$ cat src/rtl/adcseq_pkg.sv
// Shared constants and state encoding for the two-phase ADC sequencer.
// Assumes a fixed SCK divide ratio that is even and at least 2.
package adcseq_pkg;
    localparam int TRIG_BITS = 8;                     // SCK periods in the convert frame
    localparam int READ_BITS = 12;                    // SCK periods in the readout frame
    localparam int SCK_DIV   = 4;                     // system clocks per SCK period
    localparam int PH_W      = $clog2(SCK_DIV);
    localparam int BIT_W     = $clog2(READ_BITS + 1);

    typedef enum logic [2:0] {
        ST_IDLE  = 3'd0,
        ST_TRIG  = 3'd1,
        ST_GAP_A = 3'd2,
        ST_READ  = 3'd3,
        ST_GAP_B = 3'd4
    } seq_state_t;
endpackage

$ cat src/rtl/sck_divider.sv
// Serial clock generator. While run is high it produces a divided clock
// that is low for the first half of each period and high for the second.
// It also gives one-cycle strobes at the rising and falling edges.
// Assumes run stays high for whole SCK periods. When run is low, the phase
// returns to zero and the clock goes to its low idle level.
module sck_divider #(
    parameter int DIV  = 4,
    parameter int PH_W = 2
) (
    input  logic clk,
    input  logic rst_n,
    input  logic run,
    output logic sck,
    output logic rise_stb,
    output logic fall_stb
);
    localparam int HALF = DIV / 2;

    logic [PH_W-1:0] phase;

    // Strobes mark the system-clock edges at which SCK will toggle.
    assign rise_stb = run && (phase == PH_W'(HALF - 1));
    assign fall_stb = run && (phase == PH_W'(DIV - 1));

    // Phase counter: advances once per system clock while a frame runs.
    always_ff @(posedge clk) begin
        if (!rst_n || !run)
            phase <= '0;
        else if (phase == PH_W'(DIV - 1))
            phase <= '0;
        else
            phase <= phase + 1'b1;
    end

    // SCK register: rises at mid-period and falls at the end of the period.
    always_ff @(posedge clk) begin
        if (!rst_n || !run)
            sck <= 1'b0;
        else if (rise_stb)
            sck <= 1'b1;
        else if (fall_stb)
            sck <= 1'b0;
    end

    // SCK must never be high outside an active frame.
    p_sck_idle_low_r6: assert property (@(posedge clk) disable iff (!rst_n)
        !run |=> !sck);
endmodule

$ cat src/rtl/rx_shift.sv
// Serial-to-parallel receiver. On each shift strobe it moves the word up by
// one and puts the input bit at the bottom, so the first bit taken ends up
// as the MSB once W strobes have been seen.
// Assumes the caller gives exactly W strobes per word.
module rx_shift #(
    parameter int W = 12
) (
    input  logic         clk,
    input  logic         rst_n,
    input  logic         shift_en,
    input  logic         din,
    output logic [W-1:0] word
);
    // Shift register: MSB-first assembly of the incoming word.
    always_ff @(posedge clk) begin
        if (!rst_n)
            word <= '0;
        else if (shift_en)
            word <= {word[W-2:0], din};
    end

    // The register holds its value between strobes.
    p_shift_hold_r7: assert property (@(posedge clk) disable iff (!rst_n)
        !shift_en |=> $stable(word));
endmodule

$ cat src/rtl/gap_timer.sv
// Inter-frame gap timer. While active is high it counts system clocks and
// raises expired in the cycle where the count reaches limit, so one gap
// lasts limit+1 cycles.
// Assumes limit stays stable while active is high.
module gap_timer #(
    parameter int W = 16
) (
    input  logic         clk,
    input  logic         rst_n,
    input  logic         active,
    input  logic [W-1:0] limit,
    output logic         expired
);
    logic [W-1:0] cnt;

    assign expired = active && (cnt == limit);

    // Gap counter: clears outside a gap and when the gap ends.
    always_ff @(posedge clk) begin
        if (!rst_n || !active || expired)
            cnt <= '0;
        else
            cnt <= cnt + 1'b1;
    end

    // The count never passes the limit during a gap.
    p_cnt_bound_r5: assert property (@(posedge clk) disable iff (!rst_n)
        active |-> (cnt <= limit));
endmodule

$ cat src/rtl/adc_pair_seq.sv
// Two-phase SPI conversion sequencer (top). It repeats the sequence
// convert frame, gap, readout frame, gap while enable is high. It stops
// only at a pair boundary and captures the gap length once per pair.
// Assumes the converter drives miso so that it is stable at each rising SCK
// edge of the readout frame.
module adc_pair_seq
    import adcseq_pkg::*;
#(
    parameter int DLY_W = 16
) (
    input  logic                 clk,
    input  logic                 rst_n,
    input  logic                 enable,
    input  logic [DLY_W-1:0]     delay_cfg,
    input  logic                 miso,
    output logic                 sck,
    output logic                 rc_n,
    output logic                 cs_n,
    output logic [READ_BITS-1:0] result,
    output logic                 result_valid
);
    seq_state_t           st, nxt;
    logic                 run, rise_stb, fall_stb;
    logic                 gap_active, gap_done, frame_last;
    logic [BIT_W-1:0]     bit_cnt;
    logic [BIT_W-1:0]     frame_top;
    logic [DLY_W-1:0]     dly_lat;
    logic [READ_BITS-1:0] rx_word;

    assign run        = (st == ST_TRIG) || (st == ST_READ);
    assign gap_active = (st == ST_GAP_A) || (st == ST_GAP_B);
    assign frame_top  = (st == ST_READ) ? BIT_W'(READ_BITS - 1) : BIT_W'(TRIG_BITS - 1);
    assign frame_last = fall_stb && (bit_cnt == frame_top);

    sck_divider #(.DIV(SCK_DIV), .PH_W(PH_W)) u_sck (
        .clk      (clk),
        .rst_n    (rst_n),
        .run      (run),
        .sck      (sck),
        .rise_stb (rise_stb),
        .fall_stb (fall_stb)
    );

    rx_shift #(.W(READ_BITS)) u_rx (
        .clk      (clk),
        .rst_n    (rst_n),
        .shift_en (rise_stb && (st == ST_READ)),
        .din      (miso),
        .word     (rx_word)
    );

    gap_timer #(.W(DLY_W)) u_gap (
        .clk     (clk),
        .rst_n   (rst_n),
        .active  (gap_active),
        .limit   (dly_lat),
        .expired (gap_done)
    );

    // Next-state logic: walks through the fixed frame pair.
    always_comb begin
        nxt = st;
        unique case (st)
            ST_IDLE:  if (enable)     nxt = ST_TRIG;
            ST_TRIG:  if (frame_last) nxt = ST_GAP_A;
            ST_GAP_A: if (gap_done)   nxt = ST_READ;
            ST_READ:  if (frame_last) nxt = ST_GAP_B;
            ST_GAP_B: if (gap_done)   nxt = enable ? ST_TRIG : ST_IDLE;
            default:                  nxt = ST_IDLE;
        endcase
    end

    // State register and select outputs, registered from the next state.
    always_ff @(posedge clk) begin
        if (!rst_n) begin
            st   <= ST_IDLE;
            cs_n <= 1'b1;
            rc_n <= 1'b1;
        end else begin
            st   <= nxt;
            cs_n <= !((nxt == ST_TRIG) || (nxt == ST_READ));
            rc_n <= !(nxt == ST_TRIG);
        end
    end

    // Delay capture: sampled only on entry to a trigger frame.
    always_ff @(posedge clk) begin
        if (!rst_n)
            dly_lat <= '0;
        else if ((nxt == ST_TRIG) && (st != ST_TRIG))
            dly_lat <= delay_cfg;
    end

    // Bit counter: counts completed SCK periods in the current frame.
    always_ff @(posedge clk) begin
        if (!rst_n || !run)
            bit_cnt <= '0;
        else if (fall_stb)
            bit_cnt <= frame_last ? '0 : bit_cnt + 1'b1;
    end

    // Result register and its one-cycle strobe at the end of readout.
    always_ff @(posedge clk) begin
        if (!rst_n) begin
            result       <= '0;
            result_valid <= 1'b0;
        end else begin
            result_valid <= (st == ST_READ) && frame_last;
            if ((st == ST_READ) && frame_last)
                result <= rx_word;
        end
    end

    p_rc_needs_cs_r4: assert property (@(posedge clk) disable iff (!rst_n)
        !rc_n |-> !cs_n);
    p_sck_off_when_deselected_r6: assert property (@(posedge clk) disable iff (!rst_n)
        cs_n |-> !sck);
    p_rise_only_selected_r7: assert property (@(posedge clk) disable iff (!rst_n)
        $rose(sck) |-> !cs_n);
    p_valid_single_r8: assert property (@(posedge clk) disable iff (!rst_n)
        result_valid |=> !result_valid);
    p_valid_after_frame_r8: assert property (@(posedge clk) disable iff (!rst_n)
        result_valid |-> (cs_n && rc_n));
    p_idle_selects_r2: assert property (@(posedge clk) disable iff (!rst_n)
        (st == ST_IDLE) |-> (cs_n && rc_n && !sck));
    p_read_rc_high_r4: assert property (@(posedge clk) disable iff (!rst_n)
        (st == ST_READ) |-> (rc_n && !cs_n));
    p_dly_hold_r11: assert property (@(posedge clk) disable iff (!rst_n)
        (st == ST_READ) |-> $stable(dly_lat));
endmodule

$ cat config.mk
export PLATFORM = sky130hd
export DESIGN_NAME = adc_pair_seq
export DESIGN_NICKNAME = d
export VERILOG_FILES = /design/src/rtl/adcseq_pkg.sv /design/src/rtl/sck_divider.sv /design/src/rtl/rx_shift.sv /design/src/rtl/gap_timer.sv /design/src/rtl/adc_pair_seq.sv
export SDC_FILE = /design/constraint.sdc
export NUM_CORES = 1
export LEC_CHECK = 0
export ABC_AREA = 1
export BUFFER_PORTS_ARGS = -buffer_cell sky130_fd_sc_hd__clkbuf_2
export CAP_MARGIN = 25
export CORE_MARGIN = 2
export CORE_UTILIZATION = 45
export CTS_CLUSTER_DIAMETER = 50
export DETAILED_ROUTE_END_ITERATION = 16
export GPL_TIMING_DRIVEN = 0
export PLACE_DENSITY_LB_ADDON = 0.05
export SLEW_MARGIN = 20
export SYNTH_ARGS = -nofsm -noshare
export SYNTH_HDL_FRONTEND = slang
export SYNTH_SLANG_ARGS = --single-unit
$ cat constraint.sdc
create_clock -name clk -period 2.95 [get_ports clk]
set_input_delay 0.4425 -clock clk [delete_from_list [all_inputs] [get_ports clk]]
set_output_delay 0.4425 -clock clk [all_outputs]
set_load 0.01 [all_outputs]
Yosys cells after proc, flatten, opt, wreduce, memory -nomap -nowiden:

Cells that the tools add are included.

* $mul: 0
* $lt $le $gt $ge: 0
* multiplexer cells: 11
* equality and inequality tests: 11
* add/subtract/negate cells: 3
* bitwise logic cells: 0
* reduce and logical (&&, ||, !) cells: 21
* divide/modulo/power cells: 0
* shift operators: 0

Operator list (number)
* adder 16 x 1 -> 16 bit, second input constant: 1
* equality test 16 bit: 1
* two-way mux 3 bit: 5
* case mux 3 bit (5 select lines): 1
* equality test 3 x 2 -> 1 bit, second input constant: 3
* two-way mux 4 bit: 2
* logical AND 1 bit: 7
* equality test 3 x 1 -> 1 bit, second input constant: 2
* logical OR 1 bit: 6
* zero test 1 bit: 5
* adder 4 x 1 -> 4 bit, second input constant: 1
* equality test 4 bit: 1
* equality test 3 bit, second input constant: 1
* zero test 3 bit: 1
* two-way mux 1 bit: 3
* inequality test 3 x 1 -> 1 bit, second input constant: 1
* adder 2 x 1 -> 2 bit, second input constant: 1
* equality test 2 x 1 -> 1 bit, second input constant: 1
* equality test 2 bit, second input constant: 1
* nonzero test 2 bit: 1
* OR reduction 2 bit: 1

* flip-flop bits (word level): 69
* latch bits: 0
* memory bits (writable): 0
* output and inout bits: 16
* memories: 0
* bits in read-only memories: 0
* word-level logic and storage cells: 57

Logic depth before layout (Yosys ltp):

* word-level depth: 9
* mapped depth: 15
* gate-level depth less buffers: 14

Modules after synthesis:

A second synthesis with hierarchy kept.

* cells, all modules: 506
* area, all modules: 3475.8 µm²

Modules (own cells, without submodules)
* adc_pair_seq: area each 1666.6 µm², seq. area each 760.7 µm², times used 1, cells an instance 233
* gap_timer: area each 1183.6 µm², seq. area each 320.3 µm², times used 1, cells an instance 182
* rx_shift: area each 493.0 µm², seq. area each 240.2 µm², times used 1, cells an instance 75
* sck_divider: area each 132.6 µm², seq. area each 60.1 µm², times used 1, cells an instance 16

Least setup slack after synthesis:

Ideal clock, no wire load.

* kind: register -> register
* start: register u_sck.phase[0]
* end: register dly_lat[4]
* cell stages (with the launch flop): 14
* path slack: 1.160 ns
* arrival time: 1.680 ns
* clock period less this slack: 1.790 ns
* required time: 2.840 ns
* cell sequence: dfxtp_1 ha_1 inv_1 nor2_4 nand2_2 a21oi_2 o21ai_2 nand2_1 nand3_2 nand3_4 buf_8 nand2_1 inv_1 nor2_1

* cells in the longest elaborated chain, start to end: 7
* elaborated cells between the ends (all ways): 8

Ends and longest elaborated chain
* start: declaration: line sck_divider.sv:19 `logic [PH_W-1:0] phase;`
* start signal: assignment: line sck_divider.sv:32 `phase <= phase + 1'b1;`
* equality test 2 bit (*): line sck_divider.sv:23 `assign fall_stb = run && (phase == PH_W'(DIV - 1));`
* logical AND 1 bit (*): line sck_divider.sv:23
* logical AND 1 bit (*): line adc_pair_seq.sv:33 `assign frame_last = fall_stb && (bit_cnt == frame_top);`
* two-way mux 3 bit (on tied branches): line adc_pair_seq.sv:67, adc_pair_seq.sv:65
* case mux 3 bit (5 select lines) (*): line adc_pair_seq.sv:63 `unique case (st)`
* equality test 3 x 1 -> 1 bit (*): line adc_pair_seq.sv:90 `else if ((nxt == ST_TRIG) && (st != ST_TRIG))`
* logical AND 1 bit (*): line adc_pair_seq.sv:90
* end signal: assignment: line adc_pair_seq.sv:91 `dly_lat <= delay_cfg;`
* end: declaration: line adc_pair_seq.sv:27 `logic [DLY_W-1:0] dly_lat;`

Every way passes the cells marked *; elsewhere a longest branch is shown, timed or not.
A chain may end at the register's enable or synchronous reset.

Worst setup path after layout:

* start: register u_sck.phase[0]
* end: register dly_lat[7]

Same word-level chain as after synthesis.

==> out/qor.txt <==
First-pass GRT wire length: 11.0 mm
CP required: 3200 ps
TritonCTS clock tree: built
Mapped Area: 0.00322 mm²
Unrepaired setup endpoints after global routing: false
DR DRC count: 0
Status: complete, no violations
I/O Pins: 36
Share of cells above drive strength 1: 14.4%
Setup Skew: 12.9 ps
GRT overflow: 0
CORE AREA: 0.00687 mm²
Power consumption: 0.00188 W
Largest net degree at the start of global routing: 16
Setup bufs post-CTS: 0
Deepest clock path buffer count: 2
Synth top area cells: dfxtp_1, nand2_1, inv_1
Initial Util: 46.8%
Sink Count: 69
Crit path max-delay family: simple AND/OR/NAND/NOR gates
Most common cell after layout, fill and taps aside: nand2_1
Worst-path cell chain: ha_1 > inv_1 > nor2_4 > nand2_2 > a21oi_2 > o21ai_2 > nand2_1 > nand3_2 > nand3_4 > buf_8 > nand2_1 > inv_1 > nor2_1
Worst Path Max Fanout: 10
PwrDens: 508 mW/mm²
Post-route ant nets: 0
Most frequent cells in the layout: nand2_1, inv_1, nor2_1, dfxtp_1, clkbuf_2
Total GRT Usage: 18.0%
Skew-Pair Late Insertion Delay: 350 ps
Avg Inst Size Synth: 6.84 µm²
Fin. Hold Viols: 0
Most used DFF post-synth: dfxtp_1
Number of hold buffers added after CTS: 0
Reg clk slew, reported paths: 80 ps
Syn Nets: 494
Vias in the first global route: 2484
HPWL after DPL: 4.93 mm
Setup Total Neg Slack: 0 ps
Root cell of the clock tree: clkbuf_8
GPL Wtd Cong: 0.796
Slew at the pin with the worst max-slew slack: 555 ps
Post-CTS resize count: 0
Lkg Pwr: 1.68 nW
Chip width: 88.6 µm
Worst rel slew slack: 62.7%
Startpoint types: flip-flop
Buf/Inv on CP: 3
Max Clock Freq: 0.488 GHz
Sequential area share after synthesis: 42.9%
Synth top area share: 42.9%
Number of synthesized flops with an enable pin: 0
Via count: 2816
Die area: 0.00784 mm²
Max incr delay on CP: 370 ps
Final worst path period share: 69.5%
WL/cell: 10.7 µm
CTS H-Tree Depth: 3
Rows: 30
Final setup violation count: 0
Area leader, netlist: dfxtp_1
Core Util, Final: 53.8%
Worst hold path class: input pin to flip-flop
Post-Synthesis Cells: 470
Slowest-stage cell, CP: dfxtp_1
Fraction of registers with async set or reset after synthesis: 0%
WP data arrival: 2300 ps
Die Y: 88.6 µm
Drt pass-1 iters: 4
VDD IR max: 0.222 mV
Count of different cell masters after synthesis: 30
Max Cap Violations: 0
Clock buffer count from CTS: 9
Critical path type: flip-flop to flip-flop
Synth warn: 0
Antenna cell count: 0
Area grow syn2layout: 15.0%
Max Slew Vio Count: 0
PortBufs: 35
DR vias/cell: 4.56
Yosys reg bits: 69
Post-layout min period: 2050 ps
Final nets: 540
Starting DRT DRC Count: 92
Initial antenna violation count: 0
Worst setup EP type: flip-flop
DRT Wirelength: 6.60 mm
-- cells in the mapped netlist (2+ instances only) --
master,number
nand2_1,115
a21oi_1,22
ha_1,4
nor3_1,9
inv_2,5
dfxtp_1,69
o21ai_0,15
nand3_1,21
nand2_2,5
nor3b_1,3
nor2_1,72
nand4_1,19
nand2_4,2
inv_1,76
xor2_1,7
nor2_4,2
clkbuf_1,9
buf_2,3
-- path summary, 6_finish.rpt --
kind | startpoint | slack (ps) | cells past startpoint | endpoint
max | u_sck.phase[0] | 900 | 13 | dly_lat[7]
min reg2reg | u_sck.phase[0] | 470 | 1 | u_sck.phase[0]
max reg2reg | u_sck.phase[0] | 900 | 13 | dly_lat[7]
min | miso | 360 | 3 | u_rx.word[0]
-- logic make-up (layout without fill, tap and decap cells) --
kind of cell,Yosys count,after routing,share of synthesized area [%]
buf+inv,95,146,11.8
compound gates,43,43,7.24
flops,69,69,42.9
xor+xnor,8,8,2.18
simple gates,251,251,34.3
fa+ha+maj,4,4,1.56
-- worst min-delay path: stages --
cell and delay, ps:
clkbuf_2 90, nand3_1 70, a21oi_1 60
-- cell type report --
| type | count | area [µm²] |
|---|---|---|
| inverters | 81 | 304 |
| clock buffers | 9 | 124 |
| plain buffers | 14 | 75.1 |
| well taps | 96 | 120 |
| flip-flops and latches | 69 | 1380 |
| clock inverters | 7 | 62.6 |
| fillers | 724 | 3170 |
| repair buffers | 35 | 175 |
| multi-input cells | 306 | 1460 |
-- state kept, by name, summed over array words and instances, names as in the netlist --
signal / cells
bit_cnt: 4
cs_n: 1
dly_lat: 16
rc_n: 1
result: 12
result_valid: 1
st: 3
u_gap.cnt: 16
u_rx.word: 12
u_sck.phase: 2
u_sck.sck: 1
-- metal layers --
| layer | vias up | global-route usage, % | routed length [µm] |
|---|---|---|---|
| li1 | 1548 | - | - |
| met1 | 1238 | 23.0 | 3230 |
| met2 | 23 | 30.3 | 3140 |
| met3 | 7 | 4.48 | 166 |
| met4 | 0 | 5.37 | 71 |
| met5 | - | 0 | 0 |
-- stage by stage --
stage	instance area (µm²)	instances	hold WS, ps	worst slack [ps]
2_1_floorplan	3220	470	430	1160
3_3_place_gp	3510	601	446	918
6_report	3700	617	358	900
5_1_grt	3700	617	359	651
4_1_cts	3700	617	351	868
3_5_place_dp	3510	601	462	891
-- power by group --
group	total, W	internal [W]	switching, W
clock network	0.000731	0.000324	0.000407
logic	0.000179	0.0000677	0.000111
registers	0.000968	0.000956	0.0000125
total	0.00188	0.00135	0.000531
(Power assumes the default switching activity.)
